--- config.mk ---
export PLATFORM = sky130hd
export DESIGN_NAME = stall_hs_ctrl
export DESIGN_NICKNAME = d
export VERILOG_FILES = /design/src/rtl/stall_hs_pkg.sv /design/src/rtl/stall_hs_decide.sv /design/src/rtl/stall_hs_slot.sv /design/src/rtl/stall_hs_flag.sv /design/src/rtl/stall_hs_ctrl.sv
export SDC_FILE = /design/constraint.sdc
export NUM_CORES = 1
export LEC_CHECK = 0
export ABC_AREA = 1
export BUFFER_PORTS_ARGS = -buffer_cell sky130_fd_sc_hd__buf_2
export CORE_AREA = 5 5 42 44
export CTS_CLUSTER_SIZE = 24
export DETAILED_ROUTE_END_ITERATION = 8
export DIE_AREA = 0 0 47 49
export GPL_TIMING_DRIVEN = 0
export PLACE_DENSITY = 0.5
export SYNTH_ARGS = -nofsm -noshare
export SYNTH_HDL_FRONTEND = slang
export SYNTH_SLANG_ARGS = --single-unit
--- constraint.sdc ---
create_clock -name clk -period 0.8 [get_ports clk]
set_input_delay 0.08 -clock clk [delete_from_list [all_inputs] [get_ports clk]]
set_output_delay 0.08 -clock clk [all_outputs]
set_load 0.01 [all_outputs]
--- src/rtl/stall_hs_pkg.sv ---
package stall_hs_pkg;
  localparam int HS_W  = 2;
  localparam int TOK_W = 2;

  typedef enum logic [HS_W-1:0] {
    HS_ACK   = 2'd0,
    HS_NAK   = 2'd1,
    HS_STALL = 2'd2,
    HS_RSVD  = 2'd3
  } hs_e;

  typedef enum logic [TOK_W-1:0] {
    TK_OUT   = 2'd0,
    TK_IN    = 2'd1,
    TK_SETUP = 2'd2,
    TK_OTHER = 2'd3
  } tok_e;
endpackage

--- src/rtl/stall_hs_decide.sv ---
// Chooses the handshake for a token and tracks the stall-armed state.
module stall_hs_decide
  import stall_hs_pkg::*;
(
  input  logic             clk,
  input  logic             rst_n,
  input  logic             force_i,
  input  logic             ctrl_i,
  input  logic             take_i,
  input  logic [TOK_W-1:0] kind_i,
  input  logic [HS_W-1:0]  eng_i,
  output logic [HS_W-1:0]  code_o
);
  logic force_q;
  logic armed_q;
  logic stall_now;
  logic is_setup;
  logic ctrl_setup_take;

  assign is_setup        = (kind_i == TK_SETUP);
  // A rising request counts as armed in the cycle it rises.
  assign stall_now       = force_i && (armed_q || !force_q);
  assign ctrl_setup_take = take_i && ctrl_i && is_setup;

  always_comb begin
    if (ctrl_i && is_setup)
      code_o = HS_ACK;
    else if (stall_now)
      code_o = HS_STALL;
    else
      code_o = eng_i;
  end

  always_ff @(posedge clk) begin
    if (!rst_n) begin
      force_q <= 1'b0;
      armed_q <= 1'b0;
    end else begin
      force_q <= force_i;
      if (!force_i)
        armed_q <= 1'b0;
      else if (ctrl_setup_take)
        armed_q <= 1'b0;
      else if (!force_q)
        armed_q <= 1'b1;
    end
  end

  // a SETUP taken on a control endpoint leaves the stall disarmed
  a_r6_setup_disarms: assert property (@(posedge clk) disable iff (!rst_n)
    ctrl_setup_take |=> !armed_q);

  // the request held across cycles keeps the stall armed unless a control SETUP came
  a_r4_stays_armed: assert property (@(posedge clk) disable iff (!rst_n)
    (armed_q && force_i && !ctrl_setup_take) |=> armed_q);
endmodule

--- src/rtl/stall_hs_slot.sv ---
// One-entry valid/ready holding register for the handshake decision.
module stall_hs_slot
  import stall_hs_pkg::*;
(
  input  logic            clk,
  input  logic            rst_n,
  input  logic            in_valid_i,
  output logic            in_ready_o,
  input  logic [HS_W-1:0] in_code_i,
  output logic            out_valid_o,
  input  logic            out_ready_i,
  output logic [HS_W-1:0] out_code_o,
  output logic            take_o,
  output logic            stall_xfer_o
);
  logic            valid_q;
  logic [HS_W-1:0] code_q;

  assign in_ready_o   = !valid_q || out_ready_i;
  assign take_o       = in_valid_i && in_ready_o;
  assign out_valid_o  = valid_q;
  assign out_code_o   = code_q;
  assign stall_xfer_o = valid_q && out_ready_i && (code_q == HS_STALL);

  always_ff @(posedge clk) begin
    if (!rst_n) begin
      valid_q <= 1'b0;
      code_q  <= HS_ACK;
    end else begin
      if (take_o) begin
        valid_q <= 1'b1;
        code_q  <= in_code_i;
      end else if (out_ready_i) begin
        valid_q <= 1'b0;
      end
    end
  end

  // a held decision stays put until taken
  a_r2_hold_stable: assert property (@(posedge clk) disable iff (!rst_n)
    (valid_q && !out_ready_i) |=> (valid_q && $stable(code_q)));
endmodule

--- src/rtl/stall_hs_flag.sv ---
// Sticky stall-sent flag and the interrupt it drives.
module stall_hs_flag (
  input  logic clk,
  input  logic rst_n,
  input  logic set_i,
  input  logic clr_i,
  output logic flag_o,
  output logic irq_o
);
  logic flag_q;

  always_ff @(posedge clk) begin
    if (!rst_n)
      flag_q <= 1'b0;
    else if (set_i)
      flag_q <= 1'b1;
    else if (clr_i)
      flag_q <= 1'b0;
  end

  assign flag_o = flag_q;
  assign irq_o  = flag_q;

  // only a clear strobe drops the flag
  a_r9_sticky: assert property (@(posedge clk) disable iff (!rst_n)
    (flag_q && !clr_i) |=> flag_q);

  // the flag rises only after a stall transfer
  a_r8_set_cause: assert property (@(posedge clk) disable iff (!rst_n)
    (!flag_q && !set_i) |=> !flag_q);
endmodule

--- src/rtl/stall_hs_ctrl.sv ---
module stall_hs_ctrl
  import stall_hs_pkg::*;
(
  input  logic             clk,
  input  logic             rst_n,
  input  logic             force_stall_i,
  input  logic             stall_sent_clr_i,
  input  logic             ep_ctrl_i,
  input  logic             tok_valid_i,
  output logic             tok_ready_o,
  input  logic [TOK_W-1:0] tok_kind_i,
  input  logic [HS_W-1:0]  eng_hs_i,
  output logic             hs_valid_o,
  input  logic             hs_ready_i,
  output logic [HS_W-1:0]  hs_code_o,
  output logic             stall_sent_o,
  output logic             irq_o
);
  logic            take;
  logic            stall_xfer;
  logic [HS_W-1:0] pick;

  stall_hs_decide u_decide (
    .clk     (clk),
    .rst_n   (rst_n),
    .force_i (force_stall_i),
    .ctrl_i  (ep_ctrl_i),
    .take_i  (take),
    .kind_i  (tok_kind_i),
    .eng_i   (eng_hs_i),
    .code_o  (pick)
  );

  stall_hs_slot u_slot (
    .clk          (clk),
    .rst_n        (rst_n),
    .in_valid_i   (tok_valid_i),
    .in_ready_o   (tok_ready_o),
    .in_code_i    (pick),
    .out_valid_o  (hs_valid_o),
    .out_ready_i  (hs_ready_i),
    .out_code_o   (hs_code_o),
    .take_o       (take),
    .stall_xfer_o (stall_xfer)
  );

  stall_hs_flag u_flag (
    .clk    (clk),
    .rst_n  (rst_n),
    .set_i  (stall_xfer),
    .clr_i  (stall_sent_clr_i),
    .flag_o (stall_sent_o),
    .irq_o  (irq_o)
  );

  // control SETUP always gets ACK
  a_r5_setup_ack: assert property (@(posedge clk) disable iff (!rst_n)
    (tok_valid_i && tok_ready_o && ep_ctrl_i && tok_kind_i == TK_SETUP)
      |=> (hs_valid_o && hs_code_o == HS_ACK));

  // with no request the engine's choice passes through
  a_r3_pass: assert property (@(posedge clk) disable iff (!rst_n)
    (tok_valid_i && tok_ready_o && !force_stall_i && tok_kind_i != TK_SETUP)
      |=> (hs_code_o == $past(eng_hs_i)));

  // a SETUP does not clear the stall-sent flag
  a_r11_setup_keeps: assert property (@(posedge clk) disable iff (!rst_n)
    (stall_sent_o && !stall_sent_clr_i && tok_valid_i && tok_kind_i == TK_SETUP)
      |=> stall_sent_o);
endmodule

**Yosys cells after proc, flatten, opt, wreduce, memory -nomap -nowiden**

Cells that the tools add are included.

- Bits in registers: 6
- Bits of input ports: 11
- Output and inout port bits: 6
- Word-level logic and storage cells: 29

- Equality and inequality tests: 2
- Mux-type cells: 6
- Bitwise operators: 2
- Reductions and logical operators: 14

Operators with widths:

| cell | count |
|---|---|
| $logic_and 1x1->1 | 7 |
| $eq 2x2->1 const B | 2 |
| $mux 1 | 4 |
| $mux 2 | 2 |
| $reduce_bool 2->1 | 2 |
| $reduce_or 3->1 | 1 |
| $logic_not 1->1 | 2 |
| $logic_or 1x1->1 | 2 |
| $not 1->1 | 2 |

**Logic depth before layout (Yosys ltp)**

Gate-level depths: netlist of the first run.

- Word-level depth: 6
- Depth in mapped cells: 6
- Gate-level depth less buffers: 6

**Cells and area by module**

A second synthesis of the first run with hierarchy kept.

- Cells, all modules: 42
- Area, all modules: 284.0 um2

By module, submodules not included:

| module | instances | cells an instance | area an instance (um2) | sequential area each (um2) |
|---|---|---|---|---|
| stall_hs_slot | 1 | 20 | 137.6 | 60.1 |
| stall_hs_decide | 1 | 15 | 95.1 | 40.0 |
| stall_hs_flag | 1 | 7 | 51.3 | 20.0 |

**Worst setup path after synthesis of the first run**

Ideal clock, no wire load.

- Path kind: register to register
- From: reg u_slot.valid_q (netlist: u_slot.out_valid_o)
- To: reg u_slot.code_q[0] (netlist: u_slot.out_code_o[0])
- Library setup time: 0.116 ns
- Data arrival time: 0.742 ns
- Required time: 0.684 ns
- Slack: -0.058 ns
- Cell stages (with the launch flop): 6
- Buffers on the path: 0
- Clock period less this slack: 0.858 ns
- Path through: dfxtp_1 -> nand2_4 -> nand2_4 -> nor2_4 -> nand2_1 -> a21oi_2

- Cells in the longest elaborated chain, start to end: 3

RTL lines:

| element | RTL line | source |
|---|---|---|
| start, declared | stall_hs_slot.sv:16 | `logic valid_q;` |
| start signal, assigned | stall_hs_slot.sv:27 | `valid_q <= 1'b0;` |
| start signal, assigned | stall_hs_slot.sv:31 | `valid_q <= 1'b1;` |
| start signal, assigned | stall_hs_slot.sv:34 | `valid_q <= 1'b0;` |
| $logic_not 1->1 | stall_hs_slot.sv:19 | `assign in_ready_o = !valid_q \|\| out_ready_i;` |
| $logic_or 1x1->1 | stall_hs_slot.sv:19 |  |
| net tok_ready_o | stall_hs_ctrl.sv:10 | `output logic tok_ready_o,` |
| $logic_and 1x1->1 | stall_hs_slot.sv:20 | `assign take_o = in_valid_i && in_ready_o;` |
| end signal, assigned | stall_hs_slot.sv:32 | `code_q <= in_code_i;` |
| end, declared | stall_hs_slot.sv:17 | `logic [HS_W-1:0] code_q;` |

The timed path passes the listed nets, and every way through them passes these cells.
A chain may end at the register's enable or synchronous reset.

**Worst setup path in the final report of the first run**

- From: reg u_slot.valid_q (netlist: u_slot.out_valid_o)
- To: out tok_ready_o

- Cells in the longest elaborated chain, start to end: 2

RTL lines:

| element | RTL line |
|---|---|
| $logic_not 1->1 | stall_hs_slot.sv:19 |
| $logic_or 1x1->1 | stall_hs_slot.sv:19 |
| end, declared | stall_hs_ctrl.sv:10 |

Every way passes these cells.

==> reports/summary.md, run 1 <==
Data on the critical path is required at its endpoint by 0.72 ns. The worst stage delay on the critical path is 0.35 ns, and the number of max-slew violations in the final report is 0. The worst pin sits at a relative slew slack of 89.5%.

Global routing used 3.32% of the available met3 tracks. The number of failing hold endpoints at the final stage was 0. The tools report the part of the Yosys area used for sequential elements as 42.9%.

The most common flop cell mapped by yosys is sky130_fd_sc_hd__dfxtp_1. STA classifies the critical path startpoint as a register. The path class of the tightest hold or removal check is in2reg.

The logs give 1 for the number of iterations in the first detailed-routing pass and 280 um^2 for the area of the mapped netlist. The worst register-to-register path has a depth of 5. The fraction of layout instances using a drive strength above 1 is 58.2%. For the pin with the worst max-slew slack, the measured transition is 0.158 ns.

The signal on the critical path passes through nand2_4 > buf_6. In this run the deepest clock path goes through 2 buffers. The fraction of registers with async set or reset after synthesis works out to 0%. The detail route stage leaves a number of antenna-violating nets equal to 0. For this block, the initial DRC count from the detailed router was 0. The power density over cell area was 1660 mW/mm^2. The global routing's busiest layer was met2. In this run, synthesis produced a sequential element count of 6. Number of nets in the layout: 68. The slowest stage of the critical path is the sky130_fd_sc_hd__dfxtp_2 cell. Clock-pin slew was measured on the worst setup and hold paths at 0.04 ns. The total half-perimeter wirelength after legalization and detailed placement came out at 511 um. By area the synthesized netlist is led by sky130_fd_sc_hd__dfxtp_1 (43%), sky130_fd_sc_hd__nand2_1 (15%), sky130_fd_sc_hd__inv_1 (8.0%). Dividing the detail-routed wire length by the instance count gives 8.58 um. For this run, the number of Yosys warnings is 0. The floorplan step defined a core boundary enclosing 0.00140 mm^2.

The clock latency on the worst-skew pair is 0.24 ns, and the number of stages on the worst hold path is 3. The fraction of met2 tracks used by global routing was 9.28%; the biggest fanout along the worst timing path was 4. The growth of design area from synthesis to finish is 57.1%. The x dimension of the die is 47 um, and the post-synth net total is 48. The logs give 0 for the initial antenna violation count and 0.00230 mm^2 for the die area. For the overall routing resource usage, the log shows 6.69%.

The setup TNS is -0.153 ns, and the overall routed net length is 609 um. The number of enable-type register cells in the synthesized netlist is 0, and the standard-cell row count is 14. The share of the synthesized area in the top cell type is 42.9%. The commonest cells after synthesis are sky130_fd_sc_hd__nand2_1 (11), sky130_fd_sc_hd__dfxtp_1 (6), sky130_fd_sc_hd__inv_1 (6), sky130_fd_sc_hd__a21oi_1 (4), sky130_fd_sc_hd__nand2_4 (2). The vertical extent of the die was 49 um. The tool flagged a number of max-cap violations equal to 0.

The setup skew after layout came out at 0.00112 ns. IR analysis of the VDD net gives a maximum drop of 0.311 mV. The buffering stage count on the worst path with inverters included works out to 1. The tools report the clock sink count as 6.

TritonCTS built the clock tree. The run finished, with violations left. Registers take 125 um^2.

The routed via count divided by cell count was 3.87; the global-route wire length before repair was 1.01 mm. The most used standard cell by instance count after synthesis is sky130_fd_sc_hd__nand2_1. For this run the aggregate overflow at the end of global routing stands at 0.

The starting utilization of the core area is 20.0%, and the upper clock frequency limit is 1.16 GHz. Kind of end point of the critical path: a primary output. The checks that failed: setup timing.

Setup violations remaining at the end of the flow were counted as 4. The number of buffers inserted during clock tree synthesis came out at 3. The post-route clock period utilization came out at 108%. Routability-driven placement finished with a final weighted congestion of 0.688. Mean area per synthesized cell: 7.57 um^2. The leakage dissipation was 0.000219 uW; the number of cells after detailed placement was 69.

Excluding fillers, the count of instances in the completed layout stands at 71. For this run, design rule violations remaining after detail routing come to 0. The tools report the number of H-tree branching levels as 1. In the final layout, the multi-input gates occupy 131 um^2. Top cell family by delay on the critical path: flip-flops. Setup repair after global routing could not meet its margin everywhere.

Entering global routing, the biggest net connects 5 pins. For the number of ports placed on the die boundary, the log shows 17. Critical path start-end classification: reg2out. The final worst-path setup slack is -0.0643 ns, and the number of buffer cells added on primary ports is 16.

The critical path runs through a total of 2 cells. Buffers added to address setup during post-CTS repair amount to 0. The logs give 37 for the number of instances in the synthesized netlist and 0 for the number of diodes. The tools report the count of different cell masters after synthesis as 13. For met1 alone, demand over resource in global routing was 5.93%. Data arrives at the worst endpoint at 0.78 ns. Post-layout minimum cycle time: 0.864 ns. For this block, the via count after detailed routing is 275. The filler cell count was 163. Via count of the first global-routing pass: 272.

Summed over all instances, the cell type with the most area after synthesis is sky130_fd_sc_hd__dfxtp_1. The root buffer cell chosen for the clock tree is sky130_fd_sc_hd__clkbuf_4. Hold timing on the final database bottoms out at a slack of 0.0565 ns.
[final timing paths]
path	start	to	slack (ns)
setup / recovery	u_slot.out_valid_o$_SDFFE_PN0P_	tok_ready_o	-0.06
hold / removal	rst_n	u_decide.force_q$_SDFF_PN0_	0.06
setup reg to reg	u_slot.out_valid_o$_SDFFE_PN0P_	u_slot.out_code_o[0]$_SDFFE_PN0P_	-0.05
hold reg to reg	u_flag.flag_o$_SDFFE_PN0P_	u_flag.flag_o$_SDFFE_PN0P_	0.48
[where the power goes]
group,internal (uW),switching (uW)
registers,319,11.2
logic,61.9,63.3
clock network,169,105
[kinds of logic after synthesis]
| family | Yosys count | share of synthesized area (%) |
|---|---|---|
| buffers and inverters | 9 | 13.4 |
| and+or+nand+nor | 16 | 31.3 |
| DFF | 6 | 42.9 |
| AOI/OAI and AO/OA | 6 | 12.5 |
[per-stage QoR]
stage	worst slack, ns	util [%]	power [uW]	area (um^2)
3_3_place_gp	0.00733	27.2	441	382
3_5_place_dp	-0.0110	27.2	442	382
2_1_floorplan	0.00576	-	392	282
6_report	-0.0643	31.4	729	440
5_1_grt	-0.101	31.4	781	440
4_1_cts	-0.0782	29.6	730	415
[worst min-delay path: stages]
cell	delay, ns
sky130_fd_sc_hd__buf_2	0.09
sky130_fd_sc_hd__nand2_1	0.05
sky130_fd_sc_hd__clkinv_1	0.04
[layer usage]
layer | part of all wire [%] | vias up
met5 | 0 | -
li1 | - | 150
met4 | 5.4 | 0
met1 | 36 | 111
met3 | 7.2 | 4
met2 | 51 | 10
[state kept, by name, indices dropped and copies added (netlist names)]
signal / flops
u_decide.armed_q: 1
u_decide.force_q: 1
u_flag.flag_o: 1
u_slot.out_code_o: 2
u_slot.out_valid_o: 1
[layout by cell type, fill, tap and decap left out, drive strengths merged]
cell,instances
a21oi,5
a31oi,1
buf,16
clkbuf,3
clkinv,1
dfxtp,6
inv,7
nand2,13
nand4,1
nor2,2
[timing repair]
item                       4_1_cts  5_1_grt
gates resized for setup          6        5
hold buffers                     0        0
setup endpoints to repair        8        7
pin swaps                        3        0
[area by class of cell]
type / count / share of cell area [%]
multi-input cells: 22 / 29.8
repair buffers: 16 / 25.3
well taps: 16 / 4.55
inverters: 8 / 6.82
flip-flops and latches: 6 / 28.4
clock buffers: 3 / 5.11
No activity file was read; power rests on OpenSTA's default activity.
==> run 2, diff against run 1 <==
--- a/config.mk
+++ b/config.mk
@@ -5,14 +5,13 @@
 export SDC_FILE = /design/constraint.sdc
 export NUM_CORES = 1
 export LEC_CHECK = 0
-export ABC_AREA = 1
 export BUFFER_PORTS_ARGS = -buffer_cell sky130_fd_sc_hd__buf_2
 export CORE_AREA = 5 5 42 44
 export CTS_CLUSTER_SIZE = 24
 export DETAILED_ROUTE_END_ITERATION = 8
 export DIE_AREA = 0 0 47 49
 export GPL_TIMING_DRIVEN = 0
-export PLACE_DENSITY = 0.5
+export PLACE_DENSITY = 0.48
 export SYNTH_ARGS = -nofsm -noshare
 export SYNTH_HDL_FRONTEND = slang
 export SYNTH_SLANG_ARGS = --single-unit
==> run 2 against run 1 <==
Compared with the run above:
- sequential power hardly changed
- the run still ends with setup timing left
- first-iteration DRC count rose by 3
- register-to-register slack got worse by 0.17 ns
==> reports/summary.md, run 2 <==
For the initial detailed-routing violation count, the log shows 3 (+3). The tools report the overall routing resource usage as 6.21% (-0.48 points). The detailed-route DRC error count was 0 (unchanged).

Launch point of the worst hold path: tok_valid_i. The number of storage elements in the synthesis netlist was 6 (unchanged). For the worst IR drop on VDD, the log shows 0.780 mV (+150%).

The path class of the tightest hold or removal check is in2reg. Number of enable-type register cells in the synthesized netlist: 0 (unchanged). On the critical path, the stage with the largest delay is an instance of sky130_fd_sc_hd__or3_1. The number of max-slew violations in the final report was 0 (unchanged).

The tools report the arrival time of the worst setup path as 1.21 ns (+0.43 ns). The area taken by flip-flops and latches is 128 um^2 (+2.0%). The clock transition time at the flip-flop clock pins of the worst setup and hold paths was 0.05 ns (about the same). The most common flop cell mapped by yosys was sky130_fd_sc_hd__dfxtp_1. Area of the mapped netlist: 268 um^2 (-4.5%). The run gives 65 (-8.5%) as the filler-free cell count of the finished design.

Walking the worst path, the cells encountered are nand2b_4 > a21oi_2 > or3_1 > a21boi_1. TritonCTS built the clock tree. The tools report the setup skew after layout as 0.00751 ns (+0.00639 ns).

The standard-cell row count is 14 (unchanged). The endpoint of the worst register-to-register path is u_slot.out_code_o[1]$_SDFFE_PN0P_. Setup repair after global routing could not meet its margin everywhere.

The tools report the total half-perimeter wirelength after legalization and detailed placement as 524 um (+2.5%). The worst stage delay on the critical path is 0.37 ns (+0.02 ns). The tools report the number of instances in the synthesized netlist as 27 (-27%). The tools report the number of H-tree branching levels as 1 (unchanged). For the number of diodes, the log shows 0 (unchanged).

The fraction of registers with async set or reset after synthesis is 0% (unchanged), and the measured slew at the worst slew-check pin is 0.116 ns (-0.0418 ns). The run gives 38 (-21%) as the post-synth net total. CTS placed an instance of sky130_fd_sc_hd__clkbuf_4 at the clock tree root. The worst hold-check slack was 0.0848 ns (+0.0284 ns); the number of iterations in the first detailed-routing pass was 2 (+1). The x dimension of the die was 47 um (unchanged).

The worst register-to-register path begins at u_decide.armed_q$_SDFFE_PP0N_. Compared with the post-synthesis result, the final layout area differs by 75.7%. The clock sink count is 6 (unchanged), and the share of the synthesized area in the top cell type is 44.9% (+2.0 points). Leaving out fill and tap cells, the most frequent cell in the layout is sky130_fd_sc_hd__buf_2. The number of stages on the worst hold path is 2 (-1), and the simple-gate area share of the yosys netlist is 31.8% (+0.53 points). For the number of warnings printed during yosys synthesis, the log shows 0 (unchanged).

The run gives 61 (-10%) as the number of nets in the layout. For the starting utilization of the core area, the log shows 19.1% (-0.89 points). The top routing layer in use was met3.

The post-synthesis share of cell area spent on xor and xnor gates is 0% (unchanged). The clock latency on the worst-skew pair was 0.25 ns (about the same); the maximum root-to-sink buffer count was 2 (unchanged). The run gives 0.976 GHz (-16%) as the upper clock frequency limit. The tools report the met3 wire length as 37 um (-16%). For the wire length on met1, the log shows 274 um (+23%). The run gives 155 um^2 (+18%) as the area of the multi-input gates. The via count of the first global-routing pass is 246 (-9.6%), and the global-route wire length before repair is 1.01 mm (+0.70%).

The overall routed net length is 660 um (+8.4%). The power density over cell area is 1630 mW/mm^2 (-1.8%), and the number of flip-flops in the largest register is 2 (unchanged). Counting instances in the post-synthesis netlist gives the leading cell types as sky130_fd_sc_hd__dfxtp_1 (6), sky130_fd_sc_hd__nand2_1 (3), sky130_fd_sc_hd__nand2b_1 (3), sky130_fd_sc_hd__a21boi_0 (2), sky130_fd_sc_hd__a21boi_1 (2).

The vertical extent of the die was 49 um (unchanged); the leakage dissipation was 0.000217 uW (-0.58%). Cell depth of the worst flop-to-flop path: 4 (-1). The top cell types in the final layout, fill and taps aside, are sky130_fd_sc_hd__buf_2 (11), sky130_fd_sc_hd__buf_6 (6), sky130_fd_sc_hd__nand2_1 (3), sky130_fd_sc_hd__clkbuf_4 (3), sky130_fd_sc_hd__dfxtp_2 (3).

The run gives 0 (unchanged) as the max capacitance violation total. For the pin count of the biggest net entering global routing, the log shows 6 (+1). For the standard cell core area, the log shows 0.00140 mm^2 (unchanged). The biggest fanout along the worst timing path came out at 3 (-1). The kind of end point of the critical path was a register.

For the number of nets with antenna violations after detailed routing, the log shows 0 (unchanged). After synthesis, the largest family of logic cells by area is simple AND/OR/NAND/NOR gates. The post-route clock period utilization is 128% (+20 points).

The fraction of layout instances using a drive strength above 1 was 67.3% (+9.2 points). The logs give 262 (-4.7%) for the count of vias placed by the detailed router and 348 um (+13%) for the met2 wire length. Among all cell types in the netlist, the one instantiated most often is sky130_fd_sc_hd__dfxtp_1. Wire length per cell: 10.2 um (+18%). The total overflow reported by the global router was 0 (unchanged); the number of buffers inserted during clock tree synthesis was 3 (unchanged).

The post-layout minimum cycle time was 1.02 ns (+0.160 ns). Critical path start-end classification: reg2reg. By area the synthesized netlist is led by sky130_fd_sc_hd__dfxtp_1 (45%), sky130_fd_sc_hd__nand2b_1 (7.0%), sky130_fd_sc_hd__a21boi_0 (5.6%). The compound-cell area share of the yosys netlist was 19.2% (+6.7 points). The path with the worst hold slack has its endpoint at u_decide.armed_q$_SDFFE_PP0N_. The run gives 5 (+1) as the total of endpoints with negative setup slack in the final report. Part of the Yosys area used for sequential elements: 44.9% (+2.0 points).

The logs give -0.22 ns (-0.17 ns) for the slack of the worst reg-to-reg path and 0 (unchanged) for the number of hold-repair buffers added at the cts stage. The number of buffer cells added on primary ports was 16 (unchanged). The tools report the required time of the critical path as 0.98 ns (+0.26 ns).

The count of different cell masters after synthesis came out at 16 (+3). The number of failing hold endpoints at the final stage is 0 (unchanged). The number of cells after detailed placement came out at 59 (-14%). The die area is 0.00230 mm^2 (unchanged), and the mean area per synthesized cell is 9.92 um^2 (+31%). The post-synthesis mux area share is 0% (unchanged). STA classifies the critical path startpoint as a register.

The tools report the number of ports placed on the die boundary as 17 (unchanged). The tools report the setup TNS as -0.530 ns (-0.376 ns). The routed via count divided by cell count was 4.03 (+4.1%). The run finished, with violations left.

The final reports fail on setup timing. The post-synthesis share of cell area spent on full adders, half adders and majority gates is 0% (unchanged). The run gives 161 (-1.2%) as the filler cell count.

For the final worst-path setup slack, the log shows -0.224 ns (-0.160 ns). Initial antenna violation count: 0 (unchanged). The max-slew headroom at the worst pin came out at 92.2% (+2.8 points).

The largest total area in the synthesized netlist belongs to sky130_fd_sc_hd__dfxtp_1. Final weighted congestion in routability-driven placement: 0.714 (+3.8%).
[run 2: cell types whose count changed after synthesis, sizes merged]
cell / change
a211o: +1
a21boi: +4
a21oi: -4
and2: +1
and3b: +1
clkinv: -1
inv: -6
nand2: -9
nand2b: +4
nand4: -1
nand4b: +1
nor2: -2
or3: +1
[run 2: kinds of logic after synthesis]
logic type / after synthesis
DFF: 6
buffers and inverters: 2
AOI/OAI and AO/OA: 7
and+or+nand+nor: 12
[run 2: power by group]
part           internal, uW  switching, uW
sequential              316           11.5
combinational          81.0           51.8
clock                   189            116
[run 2: how the worst max path moves through the flow]
stage                                             start                           endpoint  slack [ns]  cells past startpoint
final                     u_decide.armed_q$_SDFFE_PP0N_  u_slot.out_code_o[1]$_SDFFE_PN0P_       -0.22                      4
after global routing      u_decide.armed_q$_SDFFE_PP0N_  u_slot.out_code_o[1]$_SDFFE_PN0P_       -0.25                      4
after CTS                 u_decide.armed_q$_SDFFE_PP0N_  u_slot.out_code_o[1]$_SDFFE_PN0P_       -0.23                      4
after detailed placement  u_decide.armed_q$_SDFFE_PP0N_  u_slot.out_code_o[1]$_SDFFE_PN0P_       -0.25                      4
after global placement    u_decide.armed_q$_SDFFE_PP0N_  u_slot.out_code_o[1]$_SDFFE_PN0P_       -0.24                      4
after floorplan           u_decide.armed_q$_SDFFE_PP0N_  u_slot.out_code_o[1]$_SDFFE_PN0P_       -0.19                      4
[run 2: final cells by class]
| cell class | count | area share [%] |
|---|---|---|
| tap | 16 | 4.26 |
| multi-input combinational | 19 | 33.0 |
| sequential | 6 | 27.1 |
| inverter | 1 | 0.798 |
| clock buffer | 4 | 5.59 |
| timing repair buffer | 19 | 29.3 |
[run 2: metal layers]
metal,vias up,track usage [%]
met2,6,9.05
met4,0,2.76
met1,120,6.62
li1,136,-
met5,-,0
met3,0,4.43
[run 2: critical path, delay by kind of cell, from the launching register on]
| family | cells | cell delay [ns] |
|---|---|---|
| flip-flops | 1 | 0.30 |
| AO/OA/AOI/OAI | 2 | 0.17 |
| AND/OR/NAND/NOR | 2 | 0.50 |
[run 2: metrics by stage]
step	power [uW]	cell area [um^2]	util [%]	setup WS (ns)
global placement	434	383	27.3	-0.244
finish	765	470	33.6	-0.224
CTS	774	449	32.1	-0.232
global route	808	470	33.6	-0.252
floorplan	384	283	-	-0.186
detailed placement	435	383	27.3	-0.246
[run 2: timing repair]
action / 4_1_cts / 5_1_grt
resized for setup: 6 / 7
pin swaps: 3 / 2
setup buffers: 3 / 0
endpoints found under the setup margin: 8 / 10
